<file path="src/rtl/aux_level_pkg.sv">
package aux_level_pkg;
  // Code and bus geometry; every derived width follows from these.
  parameter int unsigned CODE_W = 12;
  parameter int unsigned BYTE_W = 8;
  parameter int unsigned WORD_W = 16;

  localparam int unsigned NUM_LANES = (CODE_W + BYTE_W - 1) / BYTE_W;
  localparam int unsigned ADDR_W    = (NUM_LANES > 1) ? $clog2(NUM_LANES) : 1;
  localparam int unsigned PAD_W     = WORD_W - CODE_W;

  // Strobes passed from the control decoder to the datapath.
  typedef struct packed {
    logic [NUM_LANES-1:0] laneWe;
    logic                 latch;
  } auxStrobe_t;

  // Width of the given byte lane (the top lane may be partial).
  function automatic int unsigned laneWidth(input int unsigned lane);
    int unsigned rest;
    rest = CODE_W - lane * BYTE_W;
    return (rest < BYTE_W) ? rest : BYTE_W;
  endfunction
endpackage

</file>
<file path="src/rtl/aux_level_ctrl.sv">
module aux_level_ctrl
  import aux_level_pkg::*;
(
  input  logic              wrEn,
  input  logic [ADDR_W-1:0] wrAddr,
  input  logic              latchCmd,
  output auxStrobe_t        strobe
);
  logic [NUM_LANES-1:0] laneHit;

  // One-hot lane decode; an address with no lane selects nothing.
  for (genvar gi = 0; gi < NUM_LANES; gi++) begin : g_decode
    assign laneHit[gi] = (wrAddr == ADDR_W'(gi));
  end

  always_comb begin
    strobe        = '0;
    strobe.laneWe = wrEn ? laneHit : '0;
    strobe.latch  = latchCmd;
  end
endmodule

</file>
<file path="src/rtl/aux_level_dp.sv">
module aux_level_dp
  import aux_level_pkg::*;
(
  input  logic              clk,
  input  logic              rstN,
  input  auxStrobe_t        strobe,
  input  logic [BYTE_W-1:0] wrData,
  output logic [CODE_W-1:0] activeCode,
  output logic [WORD_W-1:0] rdData
);
  logic [CODE_W-1:0] stagedCode;

  // One staging register per byte lane; the top lane keeps only its valid bits.
  for (genvar gl = 0; gl < NUM_LANES; gl++) begin : g_lane
    localparam int unsigned LO = gl * BYTE_W;
    localparam int unsigned LW = laneWidth(gl);
    logic [LW-1:0] laneQ;

    always_ff @(posedge clk or negedge rstN) begin
      if (!rstN)                 laneQ <= '0;
      else if (strobe.laneWe[gl]) laneQ <= wrData[LW-1:0];
    end

    assign stagedCode[LO +: LW] = laneQ;
  end

  // Active copy samples the staged value held before this edge's write.
  always_ff @(posedge clk or negedge rstN) begin
    if (!rstN)             activeCode <= '0;
    else if (strobe.latch) activeCode <= stagedCode;
  end

  assign rdData = {{PAD_W{1'b0}}, stagedCode};
endmodule

</file>
<file path="src/rtl/aux_level_reg.sv">
module aux_level_reg
  import aux_level_pkg::*;
(
  input  logic        clk,
  input  logic        rstN,
  input  logic        wrEn,
  input  logic        wrAddr,
  input  logic [7:0]  wrData,
  input  logic        latchCmd,
  output logic [11:0] activeCode,
  output logic [15:0] rdData
);
  auxStrobe_t strobe;

  aux_level_ctrl u_ctrl (
    .wrEn     (wrEn),
    .wrAddr   (wrAddr),
    .latchCmd (latchCmd),
    .strobe   (strobe)
  );

  aux_level_dp u_dp (
    .clk        (clk),
    .rstN       (rstN),
    .strobe     (strobe),
    .wrData     (wrData),
    .activeCode (activeCode),
    .rdData     (rdData)
  );
endmodule

</file>
<file path="config.mk">
export PLATFORM = sky130hd
export DESIGN_NAME = aux_level_reg
export DESIGN_NICKNAME = d
export VERILOG_FILES = /design/src/rtl/aux_level_pkg.sv /design/src/rtl/aux_level_ctrl.sv /design/src/rtl/aux_level_dp.sv /design/src/rtl/aux_level_reg.sv
export SDC_FILE = /design/constraint.sdc
export NUM_CORES = 1
export LEC_CHECK = 0
export BUFFER_PORTS_ARGS = -buffer_cell sky130_fd_sc_hd__buf_2
export CAP_MARGIN = 20
export CORE_MARGIN = 3
export CORE_UTILIZATION = 49
export CTS_CLUSTER_DIAMETER = 200
export DETAILED_ROUTE_END_ITERATION = 12
export GPL_ROUTABILITY_DRIVEN = 0
export PLACE_DENSITY = 0.81
export RECOVER_POWER = 50
export SYNTH_ARGS = -nofsm -noshare
export SYNTH_HDL_FRONTEND = slang
export SYNTH_SLANG_ARGS = --single-unit
</file>
<file path="constraint.sdc">
create_clock -name clk -period 1.5 [get_ports clk]
set_input_delay 0 -clock clk [delete_from_list [all_inputs] [get_ports clk]]
set_output_delay 0 -clock clk [all_outputs]
set_load 0.02 [all_outputs]
</file>
### Yosys cells after proc, flatten, opt, wreduce, memory -nomap -nowiden

Index checks and enable logic that the tools add are counted.

* register bits after elaboration: 24
* output and inout port bits: 28
* logic and storage cells: 5

* multiplexer cells: 1
* bitwise gates (word level): 1

Operators by type and width (number)
* 2-bit two-way mux: 1
* 1-bit inverter: 1

### Logic depth before layout (Yosys ltp)

* depth in word-level cells: 2
* gate-level depth with buffers: 3
* gate-level depth less buffers: 2

### Hierarchy

From an unflattened synthesis, not the netlist that was laid out.

* cells, all modules: 58
* area, all modules: 988.4 µm²

By module, submodules not included
* aux_level_dp: instances 1, cells an instance 55, area each 964.7 µm², seq. area each 600.6 µm²
* aux_level_ctrl: instances 1, cells an instance 3, area each 23.8 µm², seq. area each 0.0 µm²

### Least setup slack after synthesis

No wires, ideal clock.

* kind: register to register
* start: register u_dp.g_lane[0].laneQ[0] (netlist name)
* end: register u_dp.g_lane[0].laneQ[0]
* library setup time: 125 ps
* arrival: 719 ps
* setup slack: 656 ps
* stages on the path, launching flop included: 2
* buffers on the path: 0
* period minus slack after synthesis: 844 ps
* cell sequence: dfrtp_1 > mux2_4

RTL lines
* end signal: assignment: line aux_level_dp.sv:21 `else if (strobe.laneWe[gl]) laneQ <= wrData[LW-1:0];`
* end: declaration: line aux_level_dp.sv:17 `logic [LW-1:0] laneQ;`

### Worst setup path after layout

* start: register u_dp.g_lane[0].laneQ[2]
* end: output port rdData[2]

RTL lines
* end: declaration: line aux_level_reg.sv:11 `output logic [15:0] rdData`

No word-level cell between the ends.

==> impl_metrics.ini <==
[run_status]
status = finished clean

[timing]
setup_tns_ps = 0
min_period_over_period = 0.604
rsz0062_at_grt = false
tightest_slew_ps = 506
relSlewSlack = 0.663
report.final.slew_viol_count = 0
fmax_mhz = 1100
setup_violations = 0
hold_slack_ps = 92.2
post-route-min-period_ps = 906
skew_ps = 1.25
finalHoldViolations = 0

[clocking]
clock_sinks = 24
ctsRootBufferMaster = clkbuf_4
post_cts_buffers = 0
cts_tree = yes
cts_buffers = 3
clk_latency_ps = 310
clk_pin_slew_ps = 120
clock_path_buffers = 2
htree_levels = 1

[floorplanning]
initial_core_util = 0.539
rows = 15
ios = 41
fp.dieH_um = 50.5
fp.dieArea_um2 = 2550
core_area_um2 = 1800
die_w_um = 50.5

[route]
first_pass_iters = 3
post-route-drc-count = 0
routed_wl_um = 1790
wl_per_cell_um = 14.0
num_vias = 608
drt_iter0_drc = 2
avgViaCountPerCell = 4.75
route.antenna.remaining_nets = 0

[power]
power_switching_uw = 501
vdd_drop_max_mv = 0.854
p_per_area_nw_per_um2 = 1280
power.static_leakage_uw = 0.000617
clkPwrFrac = 0.206
seqPwrFrac = 0.511
switching_share = 0.312
p_int_uw = 1100
combPwrFrac = 0.283

[setup_path]
crit_family = flip-flops
timing.rr.start = u_dp.g_lane[0].laneQ[2]$_DFFE_PN0P_
worstSetupPathType = flop to output port
required_ps = 1500
cp_num_cells = 1
crit_slowest_cell = dfrtp_1
critPathArrivalTime_ps = 910
crit_path_end = rdData[2]
crit_chain = buf_2
cpPeakStageDelay_ps = 430
crit_buf_inv = 1
r2r_setup_slack_ps = 700
critPathLaunchType = flop
crit_path_start = u_dp.g_lane[0].laneQ[2]$_DFFE_PN0P_
r2r-end = u_dp.activeCode[2]$_DFFE_PN0P_
crit_fanout = 3
r2r_cells = 1
endpoint_kind = output port

[finish]
syn2layout_area_growth_pct = 29.4
layout_commonest_cell = buf_2
final_cell_mix = buf_2, dfrtp_1, mux2_2
fin_nets = 117
final_util = 0.697
drive_gt1_frac = 0.592
diodes = 0

[global_routing]
track_usage = 0.158
antenna_found_initial = 0
gr-total-overflow = 0
grt_pass1_vias = 583
grt_max_degree = 25
grt_first_pass_wirelength_um = 2900

[yosys]
syn_area_um2 = 971
synthCells = 57
syn_avg_cell_area_um2 = 17.0
yosysSeqAreaShare = 0.619
ys_ff_latch = 24
yosys.cell_types.count = 8
yosysWarnings = 0

[job]
drv_cap = 0

[placement]
io_buffers = 36

[min_path]
min_path_type = input port to flop
## layer usage
layer  vias up  global-route usage  routed length [µm]
met5         -                   0                   0
met3         5              0.0356                 101
li1        280                   -                   -
met4         0              0.0673                  31
met2        26               0.252                 891
met1       297               0.208                 761
## power groups by stage
stage | logic (µW) | registers, µW | clock network [µW]
after floorplan | 158 | 971 | 0
after global placement | 445 | 829 | 0
after detailed placement | 456 | 836 | 0
after CTS | 474 | 823 | 342
after global routing | 480 | 838 | 375
final | 453 | 820 | 331
## sequential cells by signal, indices dropped and copies added, names as in the netlist
| name | count |
|---|---|
| u_dp.g_lane.laneQ | 12 |
| u_dp.activeCode | 12 |
## stage by stage
step                area (µm²)  std cells  power (µW)  setup WS (ps)
global placement          1140        115        1270            631
global route              1260        128        1690            538
floorplan                  982         60        1130            656
finish                    1260        128        1600            594
detailed placement        1140        115        1290            608
CTS                       1270        128        1640            581
## logic make-up after synthesis
kind of cell,Yosys count,share of synthesized area
buf+inv,6,0.0503
flops,24,0.619
mux,24,0.309
other cells,1,0.00386
simple gates,2,0.0180
## synth_stat cells, drive strengths merged
cell type	number	share of area
nand2	1	0.0039
nor2b	1	0.014
dfrtp	24	0.62
conb	1	0.0039
buf	6	0.050
mux2	24	0.31
## cell type report
| type | count | area, µm² |
|---|---|---|
| sequential | 24 | 601 |
| clock buffer | 4 | 36.3 |
| tap | 25 | 31.3 |
| multi-input combinational | 30 | 318 |
| fill | 142 | 546 |
| timing repair buffer | 45 | 270 |
## timing repair
action,CTS,global route
hold endpoints to repair,36,0
resized for setup,0,0
hold buffers,9,0
## worst min-delay path by stage
stage / startpoint / end / slack (ps) / cells after the start
after floorplan: rstN / u_dp.activeCode[0]$_DFFE_PN0P_ / -300 / 0
after global placement: rstN / u_dp.activeCode[0]$_DFFE_PN0P_ / 3 / 1
after detailed placement: rstN / u_dp.activeCode[0]$_DFFE_PN0P_ / 2 / 1
after CTS: wrAddr / u_dp.g_lane[0].laneQ[2]$_DFFE_PN0P_ / 90 / 3
after global routing: wrAddr / u_dp.g_lane[0].laneQ[2]$_DFFE_PN0P_ / 90 / 3
final: wrAddr / u_dp.g_lane[0].laneQ[2]$_DFFE_PN0P_ / 90 / 3
(Power assumes the default switching activity.)
